File: config.mk
export PLATFORM = sky130hd
export DESIGN_NAME = tx_desc_engine
export DESIGN_NICKNAME = d
export VERILOG_FILES = /design/src/rtl/txd_pkg.sv /design/src/rtl/txd_lane.sv /design/src/rtl/txd_status.sv /design/src/rtl/txd_ctrl.sv /design/src/rtl/tx_desc_engine.sv
export SDC_FILE = /design/constraint.sdc
export NUM_CORES = 1
export LEC_CHECK = 0
export ABC_AREA = 1
export BUFFER_PORTS_ARGS = -buffer_cell sky130_fd_sc_hd__buf_2
export CELL_PAD_IN_SITES_DETAIL_PLACEMENT = 0
export CELL_PAD_IN_SITES_GLOBAL_PLACEMENT = 1
export CORE_UTILIZATION = 37
export CTS_BUF_LIST = sky130_fd_sc_hd__clkbuf_8 sky130_fd_sc_hd__clkbuf_16
export DETAILED_ROUTE_END_ITERATION = 10
export GPL_TIMING_DRIVEN = 1
export PLACE_DENSITY = 0.81
export SLEW_MARGIN = 20
export SYNTH_ARGS = -nofsm -noshare
export SYNTH_HDL_FRONTEND = slang
export SYNTH_SLANG_ARGS = --single-unit
File: constraint.sdc
create_clock -name clk -period 1.9 [get_ports clk]
set_input_delay 0.285 -clock clk [delete_from_list [all_inputs] [get_ports clk]]
set_output_delay 0.285 -clock clk [all_outputs]
set_load 0.02 [all_outputs]
File: src/rtl/txd_pkg.sv
// Shared constants and state type for the transmit descriptor engine.
// Assumes 32-bit memory words and byte addressing.
package txd_pkg;
    localparam int unsigned WORD_W      = 32;
    localparam int unsigned DESC_STRIDE = 16;
    localparam int unsigned OWN_BIT     = 31;
    localparam int unsigned IC_BIT      = 30;
    localparam int unsigned LS_BIT      = 29;
    localparam int unsigned FS_BIT      = 28;
    localparam int unsigned NOCRC_BIT   = 27;
    localparam int unsigned RER_BIT     = 21;
    localparam int unsigned CHN_BIT     = 20;

    typedef enum logic [3:0] {
        ST_STOP, ST_DREQ, ST_DCAP, ST_BREQ, ST_BCAP,
        ST_BOUT, ST_WBACK, ST_NEXT, ST_SUSP
    } eng_state_t;
endpackage

File: src/rtl/txd_lane.sv
// Buffer byte lane: holds one fetched buffer word and the remaining byte count,
// and presents one byte at a time. Assumes buffers start word aligned.
module txd_lane
    import txd_pkg::*;
#(
    parameter int LEN_W = 13
) (
    input  logic             clk,
    input  logic             rst_n,
    input  logic             buf_start_i,
    input  logic [LEN_W-1:0] buf_len_i,
    input  logic             word_we_i,
    input  logic [WORD_W-1:0] word_i,
    input  logic             beat_i,
    output logic [7:0]       byte_o,
    output logic             head_o,
    output logic             last_byte_o,
    output logic             word_end_o
);
    localparam int LANES  = WORD_W / 8;
    localparam int LANE_W = $clog2(LANES);

    logic [WORD_W-1:0] word_q;
    logic [LEN_W-1:0]  rem_q;
    logic [LANE_W-1:0] lane_q;
    logic              head_q;
    logic [7:0]        lane_bytes [LANES];

    // Split the held word into byte lanes, lowest address in lane 0.
    for (genvar g = 0; g < LANES; g++) begin : g_lane
        assign lane_bytes[g] = word_q[8*g +: 8];
    end

    assign byte_o      = lane_bytes[lane_q];
    assign head_o      = head_q;
    assign last_byte_o = (rem_q == LEN_W'(1));
    assign word_end_o  = (lane_q == LANE_W'(LANES - 1));

    // Track the held word, remaining bytes, current lane and first-byte flag.
    always_ff @(posedge clk) begin
        if (!rst_n) begin
            word_q <= '0;
            rem_q  <= '0;
            lane_q <= '0;
            head_q <= 1'b0;
        end else begin
            if (word_we_i) word_q <= word_i;
            if (buf_start_i) begin
                rem_q  <= buf_len_i;
                lane_q <= '0;
                head_q <= 1'b1;
            end else if (beat_i) begin
                rem_q  <= rem_q - LEN_W'(1);
                lane_q <= lane_q + LANE_W'(1);
                head_q <= 1'b0;
            end
        end
    end

    assert_no_underflow_R2: assert property (@(posedge clk) disable iff (!rst_n)
        beat_i |-> (rem_q != '0)) else $error("byte sent past buffer end");

    assert_head_once_R3: assert property (@(posedge clk) disable iff (!rst_n)
        (beat_i && !buf_start_i) |=> !head_o) else $error("first flag repeated");
endmodule

File: src/rtl/txd_status.sv
// Sticky status: transmit-complete interrupt and buffer-unavailable flag,
// each cleared by a write-one pulse; a set in the same cycle wins.
module txd_status (
    input  logic       clk,
    input  logic       rst_n,
    input  logic       done_i,
    input  logic       done_ic_i,
    input  logic       unavail_i,
    input  logic [1:0] clr_i,
    output logic       irq_o,
    output logic       tbu_o
);
    logic ti_q;
    logic tbu_q;

    // Set or clear the two sticky bits.
    always_ff @(posedge clk) begin
        if (!rst_n) begin
            ti_q  <= 1'b0;
            tbu_q <= 1'b0;
        end else begin
            if (done_i && done_ic_i) ti_q <= 1'b1;
            else if (clr_i[0])       ti_q <= 1'b0;
            if (unavail_i)           tbu_q <= 1'b1;
            else if (clr_i[1])       tbu_q <= 1'b0;
        end
    end

    assign irq_o = ti_q;
    assign tbu_o = tbu_q;

    assert_irq_sticky_R8: assert property (@(posedge clk) disable iff (!rst_n)
        (ti_q && !clr_i[0]) |=> ti_q) else $error("interrupt dropped without clear");

    assert_tbu_sticky_R5: assert property (@(posedge clk) disable iff (!rst_n)
        (tbu_q && !clr_i[1]) |=> tbu_q) else $error("unavailable flag dropped without clear");
endmodule

File: src/rtl/txd_ctrl.sv
// Descriptor walker: fetches the four descriptor words, drives buffer reads,
// paces byte output, writes ownership back and picks the next descriptor.
// Assumes memory read data is valid exactly one cycle after the request.
module txd_ctrl
    import txd_pkg::*;
#(
    parameter int ADDR_W = 32,
    parameter int LEN_W  = 13
) (
    input  logic              clk,
    input  logic              rst_n,
    input  logic              run_i,
    input  logic              flush_i,
    input  logic              poll_i,
    input  logic [ADDR_W-1:0] base_i,
    output logic              mem_rd_o,
    output logic              mem_wr_o,
    output logic [ADDR_W-1:0] mem_addr_o,
    output logic [WORD_W-1:0] mem_wdata_o,
    input  logic [WORD_W-1:0] mem_rdata_i,
    output logic              tx_valid_o,
    input  logic              tx_ready_i,
    output logic              tx_first_o,
    output logic              tx_last_o,
    output logic              tx_nocrc_o,
    output logic              buf_start_o,
    output logic [LEN_W-1:0]  buf_len_o,
    output logic              word_we_o,
    output logic              beat_o,
    input  logic              head_i,
    input  logic              last_byte_i,
    input  logic              word_end_i,
    output logic              done_o,
    output logic              done_ic_o,
    output logic              unavail_o,
    output logic              suspended_o
);
    eng_state_t        state_q;
    logic [ADDR_W-1:0] cur_q;
    logic [1:0]        widx_q;
    logic [WORD_W-1:0] w0_q;
    logic [LEN_W-1:0]  len_q;
    logic [ADDR_W-1:0] baddr_q;
    logic [ADDR_W-1:0] nxt_q;

    // Memory request decode per state.
    always_comb begin
        mem_rd_o   = (state_q == ST_DREQ) || (state_q == ST_BREQ);
        mem_wr_o   = (state_q == ST_WBACK);
        mem_wdata_o = w0_q & ~(WORD_W'(1) << OWN_BIT);
        unique case (state_q)
            ST_DREQ: mem_addr_o = cur_q + (ADDR_W'(widx_q) << 2);
            ST_BREQ: mem_addr_o = baddr_q;
            default: mem_addr_o = cur_q;
        endcase
    end

    assign tx_valid_o  = (state_q == ST_BOUT);
    assign beat_o      = tx_valid_o && tx_ready_i;
    assign tx_first_o  = tx_valid_o && w0_q[FS_BIT] && head_i;
    assign tx_last_o   = tx_valid_o && w0_q[LS_BIT] && last_byte_i;
    assign tx_nocrc_o  = tx_valid_o && w0_q[NOCRC_BIT];
    assign buf_start_o = (state_q == ST_DCAP) && (widx_q == 2'd3) && (len_q != '0);
    assign buf_len_o   = len_q;
    assign word_we_o   = (state_q == ST_BCAP);
    assign done_o      = (state_q == ST_WBACK);
    assign done_ic_o   = w0_q[IC_BIT];
    assign unavail_o   = (state_q == ST_DCAP) && (widx_q == 2'd0) && !mem_rdata_i[OWN_BIT];
    assign suspended_o = (state_q == ST_SUSP);

    // Main sequencer: descriptor fetch, buffer streaming, write-back, next pointer.
    always_ff @(posedge clk) begin
        if (!rst_n) begin
            state_q <= ST_STOP;
            cur_q   <= '0;
            widx_q  <= '0;
            w0_q    <= '0;
            len_q   <= '0;
            baddr_q <= '0;
            nxt_q   <= '0;
        end else begin
            unique case (state_q)
                ST_STOP: if (run_i) begin
                    cur_q   <= base_i;
                    widx_q  <= '0;
                    state_q <= ST_DREQ;
                end
                ST_DREQ: state_q <= ST_DCAP;
                ST_DCAP: begin
                    unique case (widx_q)
                        2'd0: begin
                            w0_q <= mem_rdata_i;
                            if (!mem_rdata_i[OWN_BIT]) state_q <= ST_SUSP;
                            else begin
                                widx_q  <= 2'd1;
                                state_q <= ST_DREQ;
                            end
                        end
                        2'd1: begin
                            len_q   <= mem_rdata_i[LEN_W-1:0];
                            widx_q  <= 2'd2;
                            state_q <= ST_DREQ;
                        end
                        2'd2: begin
                            baddr_q <= ADDR_W'(mem_rdata_i);
                            widx_q  <= 2'd3;
                            state_q <= ST_DREQ;
                        end
                        default: begin
                            nxt_q   <= ADDR_W'(mem_rdata_i);
                            state_q <= (len_q == '0) ? ST_WBACK : ST_BREQ;
                        end
                    endcase
                end
                ST_BREQ: state_q <= flush_i ? ST_WBACK : ST_BCAP;
                ST_BCAP: state_q <= flush_i ? ST_WBACK : ST_BOUT;
                ST_BOUT: begin
                    if (flush_i || (beat_o && last_byte_i)) state_q <= ST_WBACK;
                    else if (beat_o && word_end_i) begin
                        baddr_q <= baddr_q + ADDR_W'(WORD_W / 8);
                        state_q <= ST_BREQ;
                    end
                end
                ST_WBACK: state_q <= ST_NEXT;
                ST_NEXT: begin
                    if (w0_q[CHN_BIT])      cur_q <= nxt_q;
                    else if (w0_q[RER_BIT]) cur_q <= base_i;
                    else                    cur_q <= cur_q + ADDR_W'(DESC_STRIDE);
                    widx_q  <= '0;
                    state_q <= run_i ? ST_DREQ : ST_STOP;
                end
                ST_SUSP: begin
                    if (!run_i) state_q <= ST_STOP;
                    else if (poll_i) begin
                        widx_q  <= '0;
                        state_q <= ST_DREQ;
                    end
                end
                default: state_q <= ST_STOP;
            endcase
        end
    end

    assert_valid_hold_R2: assert property (@(posedge clk) disable iff (!rst_n)
        (tx_valid_o && !tx_ready_i && !flush_i) |=> (tx_valid_o && $stable(mem_addr_o)))
        else $error("byte withdrawn under backpressure");

    assert_susp_quiet_R6: assert property (@(posedge clk) disable iff (!rst_n)
        (suspended_o && !poll_i) |=> !mem_rd_o) else $error("read while suspended");

    assert_send_owned_R1: assert property (@(posedge clk) disable iff (!rst_n)
        $rose(tx_valid_o) |-> w0_q[OWN_BIT]) else $error("unowned buffer sent");

    assert_rw_exclusive_R4: assert property (@(posedge clk) disable iff (!rst_n)
        !(mem_rd_o && mem_wr_o)) else $error("read and write together");
endmodule

File: src/rtl/tx_desc_engine.sv
// Top of the transmit descriptor engine: connects the walker, the byte lane
// and the sticky status. Memory is an external single-port model.
module tx_desc_engine
    import txd_pkg::*;
#(
    parameter int ADDR_W = 32,
    parameter int LEN_W  = 13
) (
    input  logic              clk,
    input  logic              rst_n,
    input  logic              run_i,
    input  logic              flush_i,
    input  logic              poll_i,
    input  logic [ADDR_W-1:0] base_i,
    input  logic [1:0]        stat_clr_i,
    output logic              mem_rd_o,
    output logic              mem_wr_o,
    output logic [ADDR_W-1:0] mem_addr_o,
    output logic [31:0]       mem_wdata_o,
    input  logic [31:0]       mem_rdata_i,
    output logic [7:0]        tx_data_o,
    output logic              tx_valid_o,
    input  logic              tx_ready_i,
    output logic              tx_first_o,
    output logic              tx_last_o,
    output logic              tx_nocrc_o,
    output logic              irq_o,
    output logic              stat_tbu_o,
    output logic              suspended_o
);
    logic             buf_start;
    logic [LEN_W-1:0] buf_len;
    logic             word_we;
    logic             beat;
    logic             head;
    logic             last_byte;
    logic             word_end;
    logic             done;
    logic             done_ic;
    logic             unavail;

    txd_ctrl #(.ADDR_W(ADDR_W), .LEN_W(LEN_W)) u_ctrl (
        .clk(clk), .rst_n(rst_n), .run_i(run_i), .flush_i(flush_i), .poll_i(poll_i),
        .base_i(base_i), .mem_rd_o(mem_rd_o), .mem_wr_o(mem_wr_o),
        .mem_addr_o(mem_addr_o), .mem_wdata_o(mem_wdata_o), .mem_rdata_i(mem_rdata_i),
        .tx_valid_o(tx_valid_o), .tx_ready_i(tx_ready_i), .tx_first_o(tx_first_o),
        .tx_last_o(tx_last_o), .tx_nocrc_o(tx_nocrc_o), .buf_start_o(buf_start),
        .buf_len_o(buf_len), .word_we_o(word_we), .beat_o(beat), .head_i(head),
        .last_byte_i(last_byte), .word_end_i(word_end), .done_o(done),
        .done_ic_o(done_ic), .unavail_o(unavail), .suspended_o(suspended_o)
    );

    txd_lane #(.LEN_W(LEN_W)) u_lane (
        .clk(clk), .rst_n(rst_n), .buf_start_i(buf_start), .buf_len_i(buf_len),
        .word_we_i(word_we), .word_i(mem_rdata_i), .beat_i(beat), .byte_o(tx_data_o),
        .head_o(head), .last_byte_o(last_byte), .word_end_o(word_end)
    );

    txd_status u_status (
        .clk(clk), .rst_n(rst_n), .done_i(done), .done_ic_i(done_ic),
        .unavail_i(unavail), .clr_i(stat_clr_i), .irq_o(irq_o), .tbu_o(stat_tbu_o)
    );
endmodule

# Word-level counts from Yosys, hierarchy flattened
# Cells that the tools add are included.
# Widths: inputs -> output; s select.
dict set report totals {
  in_bits 72
  wordCells 119
  output_inout_bits 81
  regBits 196
}
dict set report op_classes {
  n_reduce_logical 36
  add_sub_neg 5
  mux 38
  n_lt_le_gt_ge 1
  n_eq_ne 23
  n_bitwise 3
}
# op count
set op_table {}
lappend op_table {{$mux 32} 6}
lappend op_table {{$pmux 32 s2} 3}
lappend op_table {{$pmux 4 s9} 1}
lappend op_table {{$add 32x3->32 const B} 1}
lappend op_table {{$add 32x4->32} 1}
lappend op_table {{$add 32x5->32 const B} 1}
lappend op_table {{$mux 13} 2}
lappend op_table {{$mux 4} 6}
lappend op_table {{$bmux 8 s2} 1}
lappend op_table {{$eq 4x3->1 const B} 4}
lappend op_table {{$mux 8} 2}
lappend op_table {{$eq 13x1->1 const B} 1}
lappend op_table {{$logic_and 1x1->1} 13}
lappend op_table {{$logic_not 13->1} 1}
lappend op_table {{$reduce_bool 13->1} 1}
lappend op_table {{$sub 13x1->13 const B} 1}
lappend op_table {{$mux 2} 6}
lappend op_table {{$ne 2x2->1 const B} 6}
lappend op_table {{$reduce_bool 2->1} 5}
lappend op_table {{$ne 3x3->1 const B} 3}
lappend op_table {{$eq 4x2->1 const B} 2}
lappend op_table {{$pmux 2 s4} 1}
lappend op_table {{$pmux 4 s2} 1}
lappend op_table {{$reduce_and 2->1} 4}
lappend op_table {{other kinds (22)} 33}

# Longest topological paths before layout
dict set report depth {
  ltp_word 6
  depth_mapped 12
  mapped_depth_nobuf 12
}

# Hierarchy
# From an unflattened synthesis, not the netlist that was laid out.
dict set report unflattened {
  cells_unflattened 1843
  hier_area_um2 11498.5
}
# module instances area_per_inst_um2 seq_area_each_um2 cells_per_inst
set by_module_without_submodules {}
lappend by_module_without_submodules {txd_ctrl 1 9128.8 2922.8 1502}
lappend by_module_without_submodules {txd_lane 1 2293.4 960.9 330}
lappend by_module_without_submodules {txd_status 1 76.3 40.0 11}

# Least setup slack after synthesis
# Ideal clock, no wire load.
dict set report synth_path {
  path_type {reg-to-output}
  startpoint {reg u_ctrl.widx_q[0]}
  endpoint {out mem_addr_o[16]}
  path_stages_with_launch 8
  arrival_ps 1832
  t_required_ps 1615
  path_buffers 0
  path_slack_ps -217
  cell_sequence {dfxtp_1 ha_1 fa_1 nand2_1 nor2_1 and3_1 xor2_1 o211ai_1}
}
dict set report synth_between {
  elab_chain_len 2
}
# element line
set synth_rtl {}
lappend synth_rtl {{from (decl)} txd_ctrl.sv:40} ;# logic [1:0] widx_q;
lappend synth_rtl {{from (signal assigned)} txd_ctrl.sv:76} ;# widx_q <= '0;
lappend synth_rtl {{from (signal assigned)} txd_ctrl.sv:85} ;# widx_q <= '0;
lappend synth_rtl {{from (signal assigned)} txd_ctrl.sv:95} ;# widx_q <= 2'd1;
lappend synth_rtl {{$add 32x4->32} txd_ctrl.sv:52} ;# ST_DREQ: mem_addr_o = cur_q + (ADDR_W'(widx_q) << 2);
lappend synth_rtl {{$pmux 32 s2} txd_ctrl.sv:51} ;# unique case (state_q)
lappend synth_rtl {{to (decl)} tx_desc_engine.sv:18} ;# output logic [ADDR_W-1:0] mem_addr_o,
# Every way passes these cells.

# Final worst setup path
dict set report layout_path {
  startpoint {reg u_ctrl.widx_q[0]}
  endpoint {out mem_addr_o[14]}
}
# Same word-level chain as after synthesis.

==> summary.md <==
| Metric | Value |
|---|---|
| Gpl congestion | 0.993 |
| Final hold viol count | 0 |
| Type of the most critical hold path | primary input to flip-flop |
| Nets@finish | 2242 |
| Die Span Y | 176 um |
| WL per Instance | 20.8 um |
| Post-synthesis cell area | 11200 um2 |
| Seq cells post-synth | 196 |
| # hold bufs at CTS | 0 |
| Cell mode on critical path | nor2_4 |
| Max-slew violation count | 0 |
| Vias | 13918 |
| Total gr overflow | 0 |
| Achievable frequency | 405 MHz |
| Register area | 3990 um2 |
| Worst path max stage delay | 370 ps |
| Gr usage total | 33.0% |
| Yosys warns | 0 |
| First-pass GRT wire length | 75.8 mm |
| Final Power | 13200 uW |
| Mapped Cells | 1803 |
| Final setup vio count | 68 |
| Synthesized area per cell | 6.24 um2 |
| Port Buf Inserts | 151 |
| Chip width | 176 um |
| Largest net degree at the start of global routing | 92 |
| 1st-iter DRT viols | 1440 |
| Wire length on met2 | 23.2 mm |
| CP max-delay cell | fa_2 |
| Post-synthesis sequential area ratio | 34.9% |
| Layout cells sized above 1 | 33.2% |
| CORE AREA | 29800 um2 |
| Critical-path cell list | ha_4, fa_2, nand2_2, nor2_4, nand2_4, nor2_4, or2_4, nand3_2, o211ai_1, buf_4 |
| Max_cap viols | 0 |
| CTS tree | built |
| Placed cells | 2457 |
| Synth cell types | 44 |
| Status | finished, violations left |
| Leak | 0.00696 uW |
| Num CTS Buffers | 17 |
| Area leader, netlist | dfxtp_1 |
| Multi-input logic area | 7360 um2 |
| Startpoint type of the worst setup path | flip-flop |
| Clk_skew | 17.6 ps |
| Final non-filler cell total | 2560 |
| Crit Path Category | flip-flop to primary output |
| Initial antenna violation count | 1 |
| Peak VDD IR | 0.679 mV |
| Clock transition at path regs | 80 ps |
| RSZ-0062 raised after global routing | true |
| I/O pins | 153 |
| Fillers | 2971 |
| Placed Area | 13800 um2 |
| Post-layout util | 55.8% |
| Vias in the first global route | 12575 |
| Routed wl met3 | 5.00 mm |
| Critical path fanouts, max | 4 |
| Syn_nets | 1889 |
| Post-synth top area share | 34.9% |
| Row cnt | 63 |
| Clk Latency, worst-skew pair | 460 ps |
| Design Area, Final | 16600 um2 |
| Critical Path Sink Type | primary output |
| CTS H-tree lvls | 4 |
| CTS max path bufs | 2 |
| M1 WL | 23.2 mm |
| Post-DRT Antenna Nets | 0 |
| Post-route DRC | 0 |
| Clock sink count | 196 |
| Routed vias/inst | 5.44 |
| Die Area | 31100 um2 |
| Tmin final | 2470 ps |
| Pwr Density | 794 nW/um2 |
| CP required | 1620 ps |
| Final Cycle Share | 130% |
| DR pass1 iterations | 5 |
| Post-DP HPWL | 37.7 mm |
| Root Driver | clkbuf_16 |
| Starting Density | 37.7% |
| Synth-to-Final Area Change | 47.8% |
| Setup ws final | -566 ps |
| CP Data Arrival Time | 2180 ps |
| Synth top area cells | dfxtp_1, nand2_1, nor2_1 |
| Routed WL | 53.1 mm |
| Max layer used | met4 |
| Failing checks | setup timing |
==> worst paths after layout <==
kind	slack, ps	depth (start not counted)	end	start
max	-570	10	mem_addr_o[14]	u_ctrl.widx_q[0]
min	90	3	u_ctrl.cur_q[10]	base_i[10]
max reg2reg	-90	14	u_ctrl.baddr_q[19]	u_ctrl.state_q[0]
min reg2reg	450	2	u_ctrl.nxt_q[15]	u_ctrl.nxt_q[15]
==> synth_stat cells, drive strengths merged <==
master / instances
nand3: 119
xor2: 13
o211ai: 14
nor4: 1
clkinv: 2
nand4: 22
clkbuf: 58
conb: 1
a221oi: 9
a21oi: 122
o21ai: 201
dfxtp: 196
nand3b: 2
nor3: 7
inv: 171
buf: 26
xnor2: 2
fa: 1
ha: 13
a22oi: 1
o2111ai: 2
o21bai: 2
nand2: 428
and3: 1
a211oi: 1
o221ai: 20
o22ai: 18
or2: 5
nor3b: 1
nor2: 325
o21a: 1
a31oi: 16
o31ai: 2
==> sequential cells by signal (all words and copies together), names as in the netlist <==
register and flops:
u_ctrl.baddr_q 32, u_ctrl.cur_q 32, u_ctrl.nxt_q 32, u_lane.word_q 32, u_ctrl.w0_q 31, u_ctrl.buf_len_o 13
u_lane.rem_q 13, u_ctrl.state_q 4, u_ctrl.widx_q 2, u_lane.lane_q 2, u_lane.head_o 1, u_status.irq_o 1
u_status.tbu_o 1
==> cell type report <==
type                       count  area share [%]
multi-input combinational   1350            44.3
sequential                   196            24.0
timing repair buffer         418            20.9
inverter                     173            4.30
tap                          390            2.94
clock buffer                  17            2.56
clock inverter                15           0.971
antenna                        1          0.0151
==> per-stage QoR <==
stage	setup WS (ps)	hold slack, ps	TNS, ps
after floorplan	-107	420	-196
after global placement	-249	434	-3670
after detailed placement	-250	436	-3680
after CTS	-533	65.8	-13550
after global routing	-660	88.8	-21390
final	-566	93.8	-15200
==> power by group <==
part	switching (uW)	internal, uW	total, uW
combinational	2750	1970	4720
clock	1940	1770	3710
sequential	316	4460	4780
total	5000	8200	13200
==> timing repair <==
action,in CTS,in global routing
endpoints found under the setup margin,52,127
buffers inserted,34,27
resized for setup,182,244
pin swaps,44,75
cloned,3,6
==> placed cells by master, fill, tap and decap left out, drive strengths merged, types with 5 or more instances in the layout <==
cell,n
a21oi,122
a221oi,9
a31oi,16
buf,412
clkbuf,22
clkinv,9
clkinvlp,5
dfxtp,196
ha,13
inv,174
nand2,428
nand3,119
nand4,22
nor2,325
nor3,7
o211ai,14
o21ai,201
o221ai,20
o22ai,18
or2,5
xor2,13
==> kinds of logic (layout without fill, tap and decap cells) <==
kind of cell    count (synthesis)  after routing  synth area share, %
simple gates                  911            911                 33.2
compound gates                409            409                 20.1
buf+inv                       257            623                 8.99
flops                         196            196                 34.9
xor+xnor                       15             15                 1.17
fa+ha+maj                      14             14                 1.62
other cells                     1              2               0.0334
==> worst max-delay path, delay by kind of cell (launching register included) <==
kind | cells | cell delay [ps]
AO/OA/AOI/OAI | 1 | 90
buffers and inverters | 1 | 170
flip-flops | 1 | 350
adder cells (fa/ha/maj) | 2 | 530
AND/OR/NAND/NOR | 6 | 580
==> per-layer routing <==
layer,up-vias,track usage [%]
met2,674,50.2
met5,-,0
met1,6518,45.3
li1,6645,-
met3,81,7.77
met4,0,11.8
Power figures use the tool's default switching activity.
